File: config.mk
export PLATFORM = sky130hd
export DESIGN_NAME = cfgload_top
export DESIGN_NICKNAME = d
export VERILOG_FILES = /design/src/rtl/cfgload_pkg.sv /design/src/rtl/cfgload_fifo.sv /design/src/rtl/cfgload_regs.sv /design/src/rtl/cfgload_seq.sv /design/src/rtl/cfgload_top.sv
export SDC_FILE = /design/constraint.sdc
export NUM_CORES = 1
export LEC_CHECK = 0
export ABC_AREA = 1
export ABC_CLOCK_PERIOD_IN_PS = 10100
export BUFFER_PORTS_ARGS = -buffer_cell sky130_fd_sc_hd__buf_2
export CAP_MARGIN = 10
export CORE_UTILIZATION = 65
export DETAILED_ROUTE_END_ITERATION = 10
export PLACE_DENSITY = 0.93
export SLEW_MARGIN = 20
export SYNTH_ARGS = -nofsm -noshare
export SYNTH_HDL_FRONTEND = slang
export SYNTH_SLANG_ARGS = --single-unit
File: constraint.sdc
create_clock -name clk -period 10.1 [get_ports clk]
set_clock_uncertainty 0.05 [all_clocks]
set_input_delay 0 -clock clk [delete_from_list [all_inputs] [get_ports clk]]
set_output_delay 0 -clock clk [all_outputs]
set_load 0.01 [all_outputs]
File: src/rtl/cfgload_pkg.sv
package cfgload_pkg;

   // byte addresses decoded by the register block
   localparam logic [15:0] A_CTRL  = 16'h0040;
   localparam logic [15:0] A_STAT  = 16'h0044;
   localparam logic [15:0] A_FSIZE = 16'h0048;
   localparam logic [15:0] A_FUSED = 16'h004C;
   localparam logic [15:0] A_TOTAL = 16'h0050;
   localparam logic [15:0] A_CUR   = 16'h0054;
   localparam logic [15:0] A_FIFO  = 16'h3000;

   // control bit positions
   localparam int C_EN  = 0;
   localparam int C_RST = 1;
   localparam int C_DMA = 2;

   // status bit positions
   localparam int S_EN   = 0;
   localparam int S_OVF  = 1;
   localparam int S_TERR = 2;
   localparam int S_DONE = 18;

   localparam logic [31:0] ERR_FIELD = 32'h0000_FFFE;

   // internal error vector index
   localparam int E_OVF  = 0;
   localparam int E_TERR = 1;

endpackage

File: src/rtl/cfgload_fifo.sv
module cfgload_fifo #(
   parameter int DEPTH = 8,
   localparam int PW = $clog2(DEPTH),
   localparam int CW = $clog2(DEPTH + 1)
) (
   input  logic          clk,
   input  logic          rst_n,
   input  logic          flush,
   input  logic          push,
   input  logic [31:0]   din,
   input  logic          pop,
   output logic [31:0]   dout,
   output logic [CW-1:0] cnt,
   output logic          full,
   output logic          empty
);

   logic [31:0]   mem [DEPTH];
   logic [PW-1:0] wp, rp;
   logic          do_push, do_pop;

   assign full    = (cnt == CW'(DEPTH));
   assign empty   = (cnt == '0);
   assign do_push = push && !full;
   assign do_pop  = pop && !empty;
   assign dout    = mem[rp];

   always_ff @(posedge clk) begin
      if (!rst_n || flush) begin
         wp  <= '0;
         rp  <= '0;
         cnt <= '0;
      end else begin
         if (do_push) wp <= wp + 1'b1;
         if (do_pop)  rp <= rp + 1'b1;
         case ({do_push, do_pop})
            2'b10:   cnt <= cnt + 1'b1;
            2'b01:   cnt <= cnt - 1'b1;
            default: cnt <= cnt;
         endcase
      end
   end

   always_ff @(posedge clk) begin
      if (do_push) mem[wp] <= din;
   end

endmodule

File: src/rtl/cfgload_regs.sv
module cfgload_regs
   import cfgload_pkg::*;
#(
   parameter int CNT_W  = 32,
   parameter int CW     = 4,
   parameter int DEPTH  = 8,
   parameter bit RD_REG = 1'b0
) (
   input  logic             clk,
   input  logic             rst_n,
   input  logic             wr_en,
   input  logic [15:0]      wr_addr,
   input  logic [31:0]      wr_data,
   input  logic [15:0]      rd_addr,
   output logic [31:0]      rd_data,
   output logic             en,
   output logic             dma,
   output logic             start,
   output logic             flush,
   output logic             ctl_off,
   output logic             push,
   output logic             cfg_rst,
   output logic [CNT_W-1:0] total,
   input  logic             done,
   input  logic [1:0]       err,
   input  logic [CW-1:0]    fcnt,
   input  logic [CNT_W-1:0] cur
);

   localparam logic [31:0] FSIZE_BYTES = 32'(DEPTH * 4);

   logic        ctl_wr;
   logic [31:0] stat_w, rd_mux;

   assign ctl_wr  = wr_en && (wr_addr == A_CTRL);
   assign start   = ctl_wr && wr_data[C_EN] && !en;
   assign flush   = ctl_wr && wr_data[C_EN] && wr_data[C_RST];
   assign ctl_off = ctl_wr && !wr_data[C_EN];
   assign push    = wr_en && (wr_addr == A_FIFO);

   always_ff @(posedge clk) begin
      if (!rst_n) begin
         en      <= 1'b0;
         dma     <= 1'b0;
         total   <= '0;
         cfg_rst <= 1'b0;
      end else begin
         cfg_rst <= flush;
         if (ctl_wr) begin
            en  <= wr_data[C_EN];
            dma <= wr_data[C_DMA];
         end
         if (wr_en && (wr_addr == A_TOTAL) && !en)
            total <= wr_data[CNT_W-1:0];
      end
   end

   always_comb begin
      stat_w         = '0;
      stat_w[S_EN]   = en;
      stat_w[S_OVF]  = err[E_OVF];
      stat_w[S_TERR] = err[E_TERR];
      stat_w[S_DONE] = done;
   end

   always_comb begin
      case (rd_addr)
         A_CTRL:  rd_mux = {29'b0, dma, 1'b0, en};
         A_STAT:  rd_mux = stat_w;
         A_FSIZE: rd_mux = FSIZE_BYTES;
         A_FUSED: rd_mux = 32'({fcnt, 2'b00});
         A_TOTAL: rd_mux = 32'(total);
         A_CUR:   rd_mux = 32'(cur);
         default: rd_mux = '0;
      endcase
   end

   generate
      if (RD_REG) begin : g_rd_reg
         always_ff @(posedge clk) begin
            if (!rst_n) rd_data <= '0;
            else        rd_data <= rd_mux;
         end
      end else begin : g_rd_comb
         assign rd_data = rd_mux;
      end
   endgenerate

endmodule

File: src/rtl/cfgload_seq.sv
module cfgload_seq
   import cfgload_pkg::*;
#(
   parameter int DEPTH = 8,
   parameter int CNT_W = 32,
   parameter int CW    = 4
) (
   input  logic             clk,
   input  logic             rst_n,
   input  logic             en,
   input  logic             dma,
   input  logic             start,
   input  logic             flush,
   input  logic             ctl_off,
   input  logic             push,
   input  logic             fifo_full,
   input  logic             fifo_empty,
   input  logic [CW-1:0]    fifo_cnt,
   input  logic [CNT_W-1:0] total,
   input  logic             snk_ready,
   input  logic             tgt_done,
   input  logic             tgt_err,
   output logic             snk_valid,
   output logic             pop,
   output logic [CNT_W-1:0] cur,
   output logic             done,
   output logic [1:0]       err,
   output logic             irq,
   output logic             dma_req
);

   localparam logic [CW-1:0]    HALF = CW'(DEPTH / 2);
   localparam logic [CNT_W-1:0] BEAT = CNT_W'(4);

   logic             clr, ovf_set, terr_set, done_set;
   logic [CNT_W-1:0] acc;

   assign clr       = start || flush;
   assign snk_valid = en && !fifo_empty && (cur < total);
   assign pop       = snk_valid && snk_ready;
   assign ovf_set   = push && fifo_full;
   assign terr_set  = en && tgt_err;
   assign done_set  = en && !done && (cur == total) && tgt_done;
   assign dma_req   = en && dma && (fifo_cnt <= HALF) && (acc < total)
                      && (err == '0) && !done;

   always_ff @(posedge clk) begin
      if (!rst_n) begin
         cur  <= '0;
         acc  <= '0;
         done <= 1'b0;
         err  <= '0;
         irq  <= 1'b0;
      end else if (clr) begin
         cur  <= '0;
         acc  <= '0;
         done <= 1'b0;
         err  <= '0;
         irq  <= 1'b0;
      end else begin
         if (pop)               cur <= cur + BEAT;
         if (push && !fifo_full) acc <= acc + BEAT;
         if (done_set)          done <= 1'b1;
         if (ovf_set)           err[E_OVF]  <= 1'b1;
         if (terr_set)          err[E_TERR] <= 1'b1;
         if (ctl_off)
            irq <= 1'b0;
         else if (done_set || terr_set || (en && ovf_set))
            irq <= 1'b1;
      end
   end

endmodule

File: src/rtl/cfgload_top.sv
module cfgload_top
   import cfgload_pkg::*;
#(
   parameter int DEPTH  = 8,
   parameter int CNT_W  = 32,
   parameter bit RD_REG = 1'b0
) (
   input  logic        clk,
   input  logic        rst_n,
   input  logic        wr_en,
   input  logic [15:0] wr_addr,
   input  logic [31:0] wr_data,
   input  logic [15:0] rd_addr,
   output logic [31:0] rd_data,
   output logic        snk_valid,
   output logic [31:0] snk_data,
   input  logic        snk_ready,
   input  logic        tgt_done,
   input  logic        tgt_err,
   output logic        cfg_rst,
   output logic        dma_req,
   output logic        irq
);

   localparam int CW = $clog2(DEPTH + 1);

   generate
      if (DEPTH < 2 || (DEPTH & (DEPTH - 1)) != 0) begin : g_bad_depth
         $error("cfgload_top: DEPTH must be a power of two of at least 2");
      end
      if (CNT_W < 8 || CNT_W > 32) begin : g_bad_cnt
         $error("cfgload_top: CNT_W must lie in 8..32");
      end
   endgenerate

   logic             en_q, dma_q, start, flush, ctl_off, push, pop;
   logic             fifo_full, fifo_empty, done_q;
   logic [CW-1:0]    fifo_cnt;
   logic [1:0]       err_q;
   logic [CNT_W-1:0] total_q, cur_cnt;

   cfgload_regs #(
      .CNT_W(CNT_W), .CW(CW), .DEPTH(DEPTH), .RD_REG(RD_REG)
   ) regs_i (
      .clk(clk), .rst_n(rst_n),
      .wr_en(wr_en), .wr_addr(wr_addr), .wr_data(wr_data),
      .rd_addr(rd_addr), .rd_data(rd_data),
      .en(en_q), .dma(dma_q), .start(start), .flush(flush),
      .ctl_off(ctl_off), .push(push), .cfg_rst(cfg_rst),
      .total(total_q), .done(done_q), .err(err_q),
      .fcnt(fifo_cnt), .cur(cur_cnt)
   );

   cfgload_fifo #(.DEPTH(DEPTH)) fifo_i (
      .clk(clk), .rst_n(rst_n), .flush(flush),
      .push(push), .din(wr_data),
      .pop(pop), .dout(snk_data),
      .cnt(fifo_cnt), .full(fifo_full), .empty(fifo_empty)
   );

   cfgload_seq #(.DEPTH(DEPTH), .CNT_W(CNT_W), .CW(CW)) seq_i (
      .clk(clk), .rst_n(rst_n),
      .en(en_q), .dma(dma_q), .start(start), .flush(flush),
      .ctl_off(ctl_off), .push(push),
      .fifo_full(fifo_full), .fifo_empty(fifo_empty), .fifo_cnt(fifo_cnt),
      .total(total_q), .snk_ready(snk_ready),
      .tgt_done(tgt_done), .tgt_err(tgt_err),
      .snk_valid(snk_valid), .pop(pop), .cur(cur_cnt),
      .done(done_q), .err(err_q), .irq(irq), .dma_req(dma_req)
   );

endmodule

## Word level (Yosys, flattened, before mapping)

Memories as Yosys holds them, arrays and structs flattened. A register that Yosys moved wholly into a read port is not among the register bits.
Cells that the tools add are included.

| storage, ports and cells | value |
|---|---|
| output and inout port bits | 68 |
| input port bits | 70 |
| memories kept | 1 |
| RAM bits | 256 |
| flip-flop bits (word level) | 113 |
| word-level logic and storage cells | 82 |

| operators by class | value |
|---|---|
| $add $sub $neg | 6 |
| reductions and logical operators | 39 |
| bitwise gates (word level) | 1 |
| muxes and demuxes | 6 |
| equal/unequal tests | 13 |
| order comparisons | 3 |

Memories:

| name | depth | width | read ports | clocked after memory_dff | write ports | RTL line | RTL |
|---|---|---|---|---|---|---|---|
| fifo_i.mem | 8 | 32 | 1 | 1 | 1 | cfgload_fifo.sv:18 | `logic [31:0] mem [DEPTH];` |

Operators with widths:

| kind | number |
|---|---|
| 32-bit case mux with 6 select lines | 1 |
| 16-bit by 7-bit == test with 1-bit output (second input constant) | 8 |
| 32-bit by 3-bit adder with 32-bit output (second input constant) | 2 |
| 32-bit less-than comparator | 2 |
| 32-bit == test | 1 |
| 1-bit logical AND | 24 |
| 16-bit by 14-bit == test with 1-bit output (second input constant) | 1 |
| 4-bit case mux with 2 select lines | 1 |
| 3-bit by 1-bit adder with 3-bit output (second input constant) | 2 |
| 1-bit logical NOT | 6 |
| 3-bit two-way mux | 2 |
| 4-bit by 1-bit adder with 4-bit output (second input constant) | 1 |
| 4-bit == test (second input constant) | 1 |
| 4-bit by 3-bit less-or-equal comparator with 1-bit output (second input constant) | 1 |
| 4-bit logical NOT | 1 |
| 1-bit logical OR | 4 |
| 4-bit by 1-bit subtractor with 4-bit output (second input constant) | 1 |
| 3-bit OR reduction | 1 |
| 2-bit by 1-bit == test with 1-bit output (second input constant) | 1 |
| 2-bit == test (second input constant) | 1 |
| 2-bit logical NOT | 1 |
| 1-bit two-way mux | 2 |
| 2-bit nonzero test | 1 |
| 2-bit OR reduction | 1 |
| 1-bit NOT | 1 |

## Depth between registers and ports, before layout

Gate-level depths: netlist (run 1).

| depth | value |
|---|---|
| word-level depth | 8 |
| mapped depth | 24 |
| gate-level depth less buffers | 23 |

## Hierarchy

A second synthesis (run 1) with hierarchy kept.

| unflattened totals | value |
|---|---|
| cell total of the unflattened synthesis | 2088 |
| area, all modules | 18392.6 um^2 |

Modules (own cells, without submodules):

| module | area each (um^2) | times used | seq. area each (um^2) | cells an instance |
|---|---|---|---|---|
| cfgload_fifo | 10637.7 | 1 | 7947.6 | 818 |
| cfgload_seq | 5451.5 | 1 | 1281.2 | 878 |
| cfgload_regs | 2303.5 | 1 | 700.7 | 392 |

## Worst setup path before layout (run 1)

Ideal clock, no wire load.

| timing path | value |
|---|---|
| kind | reg-to-reg |
| start point | register fifo_i.cnt[1] |
| end point | memory fifo_i.mem[2][0], enable pin |
| library setup time | 0.461 ns |
| path slack | 6.307 ns |
| buffers on the path | 1 |
| cell stages (with the launch flop) | 9 |
| period minus slack after synthesis | 3.793 ns |
| arrival | 3.282 ns |
| path through | dfxtp_1 -> nor2_1 -> inv_1 -> nor3_2 -> inv_1 -> nand3_1 -> buf_6 -> or2_4 -> nor3_1 |

| between the ends | value |
|---|---|
| word-level cells in the longest chain between the ends | 5 |

RTL lines:

| element | RTL line | RTL |
|---|---|---|
| start, declared | cfgload_fifo.sv:13 | `output logic [CW-1:0] cnt,` |
| start signal, assigned | cfgload_fifo.sv:37 | `2'b10: cnt <= cnt + 1'b1;` |
| start signal, assigned | cfgload_fifo.sv:38 | `2'b01: cnt <= cnt - 1'b1;` |
| start signal, assigned | cfgload_fifo.sv:39 | `default: cnt <= cnt;` |
| 4-bit == test | cfgload_fifo.sv:22 | `assign full = (cnt == CW'(DEPTH));` |
| 1-bit logical NOT | cfgload_fifo.sv:24 | `assign do_push = push && !full;` |
| 1-bit logical AND | cfgload_fifo.sv:24 |  |
| 1-bit two-way mux | cfgload_fifo.sv:45 | `if (do_push) mem[wp] <= din;` |
| 1-bit two-way mux (not written as such) | cfgload_fifo.sv:45 |  |
| end, declared | cfgload_fifo.sv:18 |  |

Every way passes these cells.

## Worst setup path after layout (run 1)

| timing path | value |
|---|---|
| start point | register seq_i.cur[18] |
| end point | register fifo_i.cnt[3] |

| between the ends | value |
|---|---|
| word-level cells in the longest chain between the ends | 6 |
| elaborated cells on any way between the ends | 8 |

RTL lines:

| element | RTL line | RTL |
|---|---|---|
| start, declared | cfgload_seq.sv:25 | `output logic [CNT_W-1:0] cur,` |
| start signal, assigned | cfgload_seq.sv:61 | `if (pop) cur <= cur + BEAT;` |
| 32-bit less-than comparator (*) | cfgload_seq.sv:39 | `assign snk_valid = en && !fifo_empty && (cur < total);` |
| 1-bit logical AND (*) | cfgload_seq.sv:39 |  |
| 1-bit logical AND (*) | cfgload_seq.sv:40 | `assign pop = snk_valid && snk_ready;` |
| 1-bit logical AND (*) | cfgload_fifo.sv:25 | `assign do_pop = pop && !empty;` |
| named net fifo_i.do_pop | cfgload_fifo.sv:20 | `logic do_push, do_pop;` |
| 2-bit by 1-bit == test with 1-bit output / 2-bit == test (equally long branches) | cfgload_fifo.sv:36 | `case ({do_push, do_pop})` |
| 4-bit case mux with 2 select lines / 2-bit nonzero test (equally long branches) | - |  |

The timed path passes the listed nets; every way through them passes the cells marked *.
A chain may end at the register's enable or synchronous reset.

==> impl_metrics.tcl, run 1 <==
set metrics [dict create \
    drive_above_1_share_pct 11.7 \
    rsz0062_at_grt "no" \
    avgViaCountPerCell 6.34 \
    stdcell_area_sq_um 20400 \
    ant_nets 0 \
    highest_layer "met4" \
    p_seq_share_pct 52.0 \
    critPathKind "reg2reg" \
    hold_depth 8 \
    synth-simple-area-share_pct 20.2 \
    grt_usage_pct 37.0 \
    wl_microns 52300 \
    worst_path_most_repeated_cell "nand2_1" \
    clk-insertion-delay-late_ns 0.54 \
    crit_buf_inv 2 \
    htreeDepth 2 \
    dieArea_sq_um 28000 \
    synth-xor-area-share_pct 1.97 \
    startpoint "seq_i.cur[18]" \
    powerDensity_nw_per_um2 152 \
    power_frac_clock_pct 46.0 \
    outcome "finished clean" \
    synth_top_area_cell "edfxtp_1" \
    place_congestion 0.960 \
    dp.cells 2358 \
    max_freq_ghz 0.239 \
    final_cells 2479 \
    placed_area_sq_um 18600 \
    hp-class "in2reg" \
    max_stage_delay_ns 0.80 \
    dp_slack_ns 6.08 \
    cts_tree "done" \
    hold_violations 0 \
    slew_violations 0 \
    synth_async_sr_flop_share_pct 0 \
    clkTransAtPathRegs_ns 0.06 \
    synth_fa_ha_area_share_pct 4.83 \
    synth.ff_latch_count 368 \
    cts_buffers 38 \
    ys_warn_count 0 \
    switching_power_mw 0.654 \
    r2r-end "fifo_i.cnt[3]" \
    syn_area_sq_um 17800 \
    relSlewSlack_pct 25.5 \
    synth.distinct_cells 44 \
    drt_iter0_markers 2178 \
    whs_ns 0.0309 \
    initial_core_util_pct 66.2 \
    cp.required_ns 10.45 \
    synth_edf_count 256 \
    hold_start "wr_addr[9]" \
    setup_slack_ns 5.91 \
    final_common_cell "nor2_1" \
    min_to "regs_i.cfg_rst" \
    overflow 0 \
    die_h_microns 167 \
    crit_chain "ha_1, nand2_1, inv_1, nand2_1, nand2_1, nand2_1, nand2_1, a21oi_4, nand3_4, inv_1, ha_1, ha_1, nand2_1, nor2_1, a211oi_1, nor2_1, nor2_1, nand2_1, o21ai_0, a21oi_1" \
    p_total_mw 3.10 \
    finalNetCount 2246 \
    syn_area_per_cell_sq_um 9.12 \
    rows 60 \
    grt_max_degree 103 \
    coreArea_sq_um 26900 \
    cts_root_buffer "clkbuf_16" \
    dp_hpwl_microns 32400 \
    synth_mux_area_share_pct 0 \
    rr_startpoint "seq_i.cur[18]" \
    finalSetupTns_ns 0 \
    area_growth_pct 14.8 \
    start_kind "register" \
    grt_antenna_before_repair 0 \
    met2_length_microns 24400 \
    tightest_slew_ns 1.11 \
    vdd_drop_max_mv 0.140 \
    worst-r2r-cell-count 20 \
    r2r_slack_ns 5.91 \
    p_int_mw 2.44 \
    fp.dieW_microns 167 \
    clock-sinks 368 \
    synth_top_family_by_area "simple AND/OR/NAND/NOR gates" \
    synth.area.top_cells "edfxtp_1, dfxtp_1, nor2_1" \
    synth_top_cell_area_share_pct 43.2 \
    fin_crit_ns 4.19 \
    postSynthCellCount 1950 \
    cp_slowest_cell "a21oi_4" \
    n_antenna_cell 0 \
    cts.repair.resized 0 \
    p_comb_share_pct 2.1 \
    synth_compound_area_share_pct 11.5 \
    wl_met1_microns 19200 \
    synth_nets 2088 \
    cap_violations 0 \
    io-pin-count 138 \
    wl_per_cell_microns 21.1 \
    clk_path_buf_depth 3 \
    drc 0 \
    p_sw_share_pct 21.1 \
    setup_viol 0 \
    fin_util_pct 76.0 \
    met3_length_microns 5820 \
    synth_flop_cell "edfxtp_1" \
    cp.arrival_ns 4.54 \
    first_global_vias 15000 \
    vias 15700 \
    cp-end-kind "register" \
    finalCritPeriodShare_pct 41.5 \
    drtPass1Iterations 7 \
    grt_first_pass_wirelength_microns 80300 \
    ys_seq_area_share_pct 55.8 \
    layout_common_cells "nor2_1, nand2_1, edfxtp_1, inv_1, o21ai_0" \
    crit_fanout 36 \
    power.leakage_nw 7.78 \
    io_buffers 137 \
    critPathTopFamily "simple AND/OR/NAND/NOR gates" \
]
[Yosys cell counts (all sizes together) (38+ instances only)]
| cell type | number |
|---|---|
| a21oi | 79 |
| buf | 38 |
| clkbuf | 48 |
| dfxtp | 112 |
| edfxtp | 256 |
| ha | 67 |
| inv | 160 |
| nand2 | 342 |
| nand3 | 50 |
| nand4 | 44 |
| nor2 | 385 |
| o21ai | 154 |
| o22ai | 53 |
[what timing repair did]
item,in CTS,in global routing
buffers inserted,0,0
endpoints found under the hold margin,291,0
hold buffers,51,0
[sequential cells by signal, indices dropped and copies added, names as in the netlist, 2 cells and up, named ones only]
signal,flops
regs_i.total,32
fifo_i.rp,3
fifo_i.cnt,4
seq_i.acc,30
fifo_i.wp,3
fifo_i.mem,256
seq_i.err,2
seq_i.cur,30
[worst max path at each step]
stage	endpoint	slack, ns	cells after the start
6_report	fifo_i.cnt[3]	5.91	20
2_1_floorplan	fifo_i.mem[2][0]	6.31	8
4_1_cts	fifo_i.cnt[3]	6.07	20
3_5_place_dp	fifo_i.cnt[3]	6.08	20
5_1_grt	fifo_i.cnt[3]	5.63	20
3_3_place_gp	fifo_i.cnt[3]	6.23	17
[logic make-up after synthesis]
group | Yosys count
simple gates | 865
flops | 368
compound gates | 361
buf+inv | 248
fa+ha+maj | 68
xor+xnor | 40
[worst min-delay path: cells and delay by family]
kind	cells	cell delay, ns
buffers and inverters	2	0.12
and+or+nand+nor	6	0.43
[metal layers]
layer	GRT usage, %	vias to the layer above
met5	0	-
met4	18.9	0
met3	5.96	248
met2	60.6	1219
met1	47.8	7253
li1	-	7002
[power by group through the flow]
stage | registers, mW | logic [mW] | clock network [mW]
4_1_cts | 1.61 | 0.0605 | 1.40
5_1_grt | 1.61 | 0.0668 | 1.47
2_1_floorplan | 1.64 | 0.0133 | 0
6_report | 1.61 | 0.0638 | 1.42
3_5_place_dp | 1.64 | 0.0471 | 0
3_3_place_gp | 1.64 | 0.0445 | 0
[area by class of cell]
class / count / area (sq um)
clock buffer: 50 / 1070
clock inverter: 20 / 188
fill: 1656 / 6460
inverter: 162 / 608
multi-input combinational: 1334 / 6870
sequential: 368 / 9930
tap: 341 / 427
timing repair buffer: 204 / 1320
(Power assumes the default switching activity.)
==> run 2: changes to the inputs <==
Settings changed: ABC_CLOCK_PERIOD_IN_PS 10100 to 4200, CORE_UTILIZATION 65 to 60, PLACE_DENSITY 0.93 to 0.88.
Clock period 10.1 ns to 4.2 ns, I/O delays scaled along.
==> impl_metrics.tcl, run 2 (same netlist as run 1, synthesis figures left out) <==
set metrics [dict create \
    outcome "finished clean" \
    setup_slack_ns 0.419 \
    final_common_cell "nor2_1" \
    wl_microns 51500 \
    initial_core_util_pct 61.5 \
    setup_viol 0 \
    vdd_drop_max_mv 0.290 \
    cap_violations 0 \
    clock-sinks 368 \
    dp_slack_ns 1.12 \
    finalSetupTns_ns 0 \
    p_int_mw 6.12 \
    grt_antenna_before_repair 1 \
    slew_violations 0 \
    grt_usage_pct 33.8 \
    clkTransAtPathRegs_ns 0.06 \
    vias 15300 \
    avgViaCountPerCell 6.06 \
    finalCritPeriodShare_pct 90.0 \
    place_congestion 1.01 \
    power_frac_clock_pct 47.2 \
    drive_above_1_share_pct 12.0 \
    hold_violations 0 \
    htreeDepth 2 \
    p_comb_share_pct 2.1 \
    crit_fanout 11 \
    clk_path_buf_depth 3 \
    postCtsSetupBuffers 0 \
    switching_power_mw 1.51 \
    largest_reg_flops 256 \
    die_h_microns 174 \
    cts_buffers 38 \
    io-pin-count 138 \
    fin_util_pct 71.2 \
    p_seq_share_pct 50.7 \
    finalNetCount 2254 \
    cp.arrival_ns 4.13 \
    ant_nets 0 \
    powerDensity_nw_per_um2 370 \
    grt_first_pass_wirelength_microns 79900 \
    start_kind "input port" \
    drc 0 \
    tightest_slew_ns 0.948 \
    fillers 1963 \
    power.leakage_nw 7.85 \
    clk-insertion-delay-late_ns 0.53 \
    cts_root_buffer "clkbuf_16" \
    dieArea_sq_um 30300 \
    coreArea_sq_um 28900 \
    relSlewSlack_pct 36.8 \
    largestRegisters "fifo_i.mem (256), regs_i.total (32)" \
    max_freq_ghz 0.264 \
    overflow 0 \
    cts_tree "done" \
    grt_max_degree 112 \
    area_growth_pct 15.9 \
    hp-class "in2reg" \
    p_sw_share_pct 19.9 \
    critPathKind "in2reg" \
    drt_iter0_markers 1808 \
    fp.dieW_microns 174 \
    rows 62 \
    cp.required_ns 4.55 \
    first_global_vias 14800 \
    io_buffers 137 \
    cp-end-kind "register" \
    wl_per_cell_microns 20.3 \
    fin_crit_ns 3.78 \
    top_register "fifo_i.mem" \
    dp_hpwl_microns 33500 \
    cts.repair.resized 0 \
    rsz0062_at_grt "no" \
    drtPass1Iterations 6 \
    layout_common_cells "nor2_1, nand2_1, edfxtp_1, inv_1, o21ai_0" \
]
[run 2: changes by cell type in the layout (fill, tap and decap cells not counted), moves of 2 or more]
cell,before,now
buf_4,16,24
bufinv_16,2,7
clkbuf_1,6,11
clkbuf_8,5,2
clkinv_1,6,3
clkinv_8,0,2
inv_6,4,0
[run 2: path summary, 6_finish.rpt]
path / from / endpoint / slack (ns) / depth (start not counted)
worst max-delay path: wr_addr[0] / fifo_i.cnt[3] / 0.42 / 18
worst min-delay path: snk_ready / seq_i.cur[30] / 0.09 / 3
worst max register to register: regs_i.total[11] / fifo_i.cnt[3] / 1.01 / 21
worst min register to register: seq_i.err[1] / seq_i.err[1] / 0.44 / 2
[run 2: layout make-up]
type	count	area, sq um	share of cell area, %
inverter	162	609	2.96
timing repair buffer	212	1380	6.68
antenna	1	2.50	0.0121
sequential	368	9930	48.2
multi-input combinational	1334	6870	33.3
clock inverter	18	293	1.42
tap	384	480	2.33
clock buffer	52	1040	5.07
[run 2: power by group through the flow]
stage | clock (mW) | sequential (mW) | combinational [mW]
floorplan | 0 | 3.95 | 0.0320
global placement | 0 | 3.95 | 0.114
detailed placement | 0 | 3.95 | 0.120
CTS | 3.61 | 3.87 | 0.151
global route | 3.76 | 3.87 | 0.165
finish | 3.60 | 3.87 | 0.157
[run 2: critical path: stages]
cell and delay (ns):
dlygate4sd3_1 0.53, buf_2 0.11, nor2_1 0.06, dlygate4sd3_1 0.55, nand2_1 0.06, dlygate4sd3_1 0.59, nor3_2 0.20, nand3_1 0.43
ha_1 0.42, ha_1 0.32, nand2_1 0.08, nor2_1 0.04, a211oi_1 0.29, nor2_1 0.07, nor2_1 0.10, nand2_1 0.07
o21ai_0 0.14, a21oi_1 0.06
[run 2: routing by layer]
| layer | global-route usage, % | share of wire, % |
|---|---|---|
| met2 | 56.4 | 48 |
| met1 | 42.7 | 38 |
| met3 | 6.41 | 10 |
| met4 | 15.6 | 4.5 |
| met5 | 0 | 0 |
[run 2: what timing repair did]
item,4_1_cts,5_1_grt
endpoints found under the setup margin,0,0
hold buffers,50,0
endpoints found under the hold margin,288,0
[run 2: stage by stage]
step           hold WS (ns)  power, mW  cells  area, sq um
5_1_grt               0.115       7.79   2530        20600
2_1_floorplan        0.0489       3.98   1950        17800
4_1_cts              0.0835       7.63   2530        20600
6_report             0.0933       7.63   2531        20600
3_3_place_gp          0.222       4.06   2410        18800
3_5_place_dp          0.219       4.07   2410        18800
==> run 3: changes to the inputs <==
Settings changed: CORE_MARGIN set to 2, CORE_UTILIZATION 60 to 61, PLACE_DENSITY 0.88 to 0.89, SYNTH_HIERARCHICAL set to 1.
==> impl_metrics.tcl, run 3 <==
set metrics [dict create \
    outcome "finished clean" \
    crit_chain "dlygate4sd3_1, buf_2, nor2_1, dlygate4sd3_1, nand2_1, dlygate4sd3_1, nor4_4, dlygate4sd3_1, inv_2, nor2_4, nand3_2, nor2_2, nand4_1, nor2_1, xor2_1, nor2_1" \
    initial_core_util_pct 62.1 \
    finalNetCount 2381 \
    dieArea_sq_um 31600 \
    power_frac_clock_pct 46.8 \
    postCtsSetupBuffers 0 \
    hp-class "in2reg" \
    p_sw_share_pct 20.1 \
    top_register "fifo_i/mem" \
    drc 0 \
    ant_nets 0 \
    slew_violations 0 \
    p_int_mw 6.07 \
    fp.dieW_microns 178 \
    ys_seq_area_share_pct 54.0 \
    syn_area_per_cell_sq_um 8.81 \
    cp.required_ns 4.55 \
    grt_first_pass_wirelength_microns 78800 \
    finalSetupTns_ns 0 \
    largest_reg_flops 256 \
    grt_usage_pct 32.2 \
    clock-sinks 368 \
    drt_iter0_markers 2088 \
    multi_input_area_sq_um 7110 \
    ys_top_cells_by_count "nand2_1, nor2_1, edfxtp_1" \
    overflow 0 \
    layout_common_cells "nand2_1, nor2_1, edfxtp_1, inv_1, buf_2" \
    yosys.cell_count.top_type "nand2_1" \
    rsz0062_at_grt "no" \
    cts_buffers 38 \
    coreArea_sq_um 29600 \
    switching_power_mw 1.53 \
    worst_path_most_repeated_cell "dlygate4sd3_1" \
    p_comb_share_pct 2.2 \
    fillers 2034 \
    whs_ns 0.0318 \
    dp_hpwl_microns 32100 \
    grt_antenna_before_repair 1 \
    synth.ff_latch_count 368 \
    vdd_drop_max_mv 0.290 \
    die_h_microns 178 \
    dp.cells 2546 \
    start_kind "input port" \
    cap_violations 0 \
    critPathKind "in2reg" \
    drive_above_1_share_pct 11.5 \
    clk_path_buf_depth 3 \
    largestRegisters "fifo_i/mem (256), regs_i/total (32)" \
    cp.arrival_ns 4.30 \
    stdcell_area_sq_um 21100 \
    final_common_cell "nand2_1" \
    cts_tree "done" \
    io_buffers 137 \
    synth_top_cell_area_share_pct 41.8 \
    finalCritPeriodShare_pct 93.9 \
    synth_top_area_cell "edfxtp_1" \
    max_stage_delay_ns 0.67 \
    synth.area.top_cells "edfxtp_1, dfxtp_1, nand2_1" \
    regArea_sq_um 9940 \
    cp_slowest_cell "dlygate4sd3_1" \
    fin_crit_ns 3.95 \
    first_global_vias 15200 \
    syn_area_sq_um 18400 \
    io-pin-count 138 \
    synth.distinct_cells 49 \
    ys_warn_count 6 \
    power.leakage_nw 8.44 \
    crit_fanout 9 \
    postSynthCellCount 2088 \
    avgViaCountPerCell 5.95 \
    vias 15900 \
    powerDensity_nw_per_um2 360 \
    grt_max_degree 84 \
    hold_violations 0 \
    max_freq_ghz 0.253 \
    wl_per_cell_microns 19.2 \
    clkTransAtPathRegs_ns 0.06 \
    p_seq_share_pct 51.0 \
    clk-insertion-delay-late_ns 0.54 \
    setup_viol 0 \
    drtPass1Iterations 6 \
    cts_root_buffer "clkbuf_16" \
    wl_microns 51200 \
    place_congestion 0.995 \
    synth_async_sr_flop_share_pct 0 \
    placed_area_sq_um 19200 \
    relSlewSlack_pct 25.6 \
    final_cells 2665 \
    htreeDepth 2 \
    cp-end-kind "register" \
    tightest_slew_ns 1.11 \
    rows 63 \
    area_growth_pct 14.5 \
    synth_flop_cell "edfxtp_1" \
    synth_edf_count 256 \
]
-- run 3: cell count changes after synthesis, sizes merged, moves of 33 or more --
| cell | change |
|---|---|
| a31oi | -33 |
| inv | +70 |
| nand4 | +38 |
| nand2 | +98 |
| a211oi | -34 |
| nand3 | +36 |
-- run 3: kinds of logic (layout without fill, tap and decap cells) --
logic type	after synthesis	count (layout)	share of synthesized area, %
other	1	3	0.0204
adders and majority gates	67	67	4.56
xor gates and xnor gates	14	14	0.667
AOI/OAI and AO/OA	258	258	7.38
DFF	368	368	54.0
and+or+nand+nor	1022	1022	23.8
buffers and inverters	326	511	7.86
muxes	32	32	1.74
-- run 3: path summary, 6_finish.rpt --
check | startpoint | to | slack, ns | cells after the start
worst max register to register | regs_i/total[31] | fifo_i/cnt[2] | 0.96 | 21
worst max-delay path | wr_addr[0] | seq_i/acc[21] | 0.25 | 16
worst min-delay path | wr_addr[12] | seq_i/irq | 0.03 | 7
worst min register to register | seq_i/err[0] | seq_i/err[0] | 0.43 | 2
-- run 3: through the flow --
step                util, %  total power, mW  setup WS, ns
finish                 71.1             7.59         0.255
global route           71.1             7.74        0.0145
CTS                    71.0             7.60         0.220
detailed placement     64.9             4.08          1.05
global placement       64.9             4.07          1.20
floorplan                 -             3.99          1.12
-- run 3: final cells by class --
type | count | area share [%]
inverter | 235 | 4.19
clock inverter | 14 | 1.05
sequential | 368 | 47.2
antenna | 1 | 0.0119
multi-input combinational | 1395 | 33.8
tap | 390 | 2.32
timing repair buffer | 206 | 6.28
clock buffer | 56 | 5.23
-- run 3: what timing repair did --
item                       in CTS  in global routing
hold endpoints to repair      305                  0
gates resized for setup         0                  2
setup endpoints to repair       0                116
hold buffers                   48                  0
-- run 3: critical path, delay by kind of cell --
| family | cells | cell delay, ns |
|---|---|---|
| buffers and inverters | 6 | 2.59 |
| and+or+nand+nor | 9 | 1.54 |
| xor gates and xnor gates | 1 | 0.17 |
-- run 3: power by group through the flow --
stage               sequential [mW]  combinational, mW  clock (mW)
finish                         3.87              0.169        3.56
global route                   3.87              0.181        3.69
detailed placement             3.95              0.128           0
global placement               3.95              0.122           0
CTS                            3.87              0.162        3.57
floorplan                      3.95             0.0435           0
-- run 3: layer usage --
metal  routed length [microns]  track usage, %  vias to the layer above
met4                      2520            16.1                        0
met3                      5420            5.06                      209
met2                     24300            53.7                     1076
met5                         0               0                        -
met1                     19000            40.8                     7294
li1                          -               -                     7285
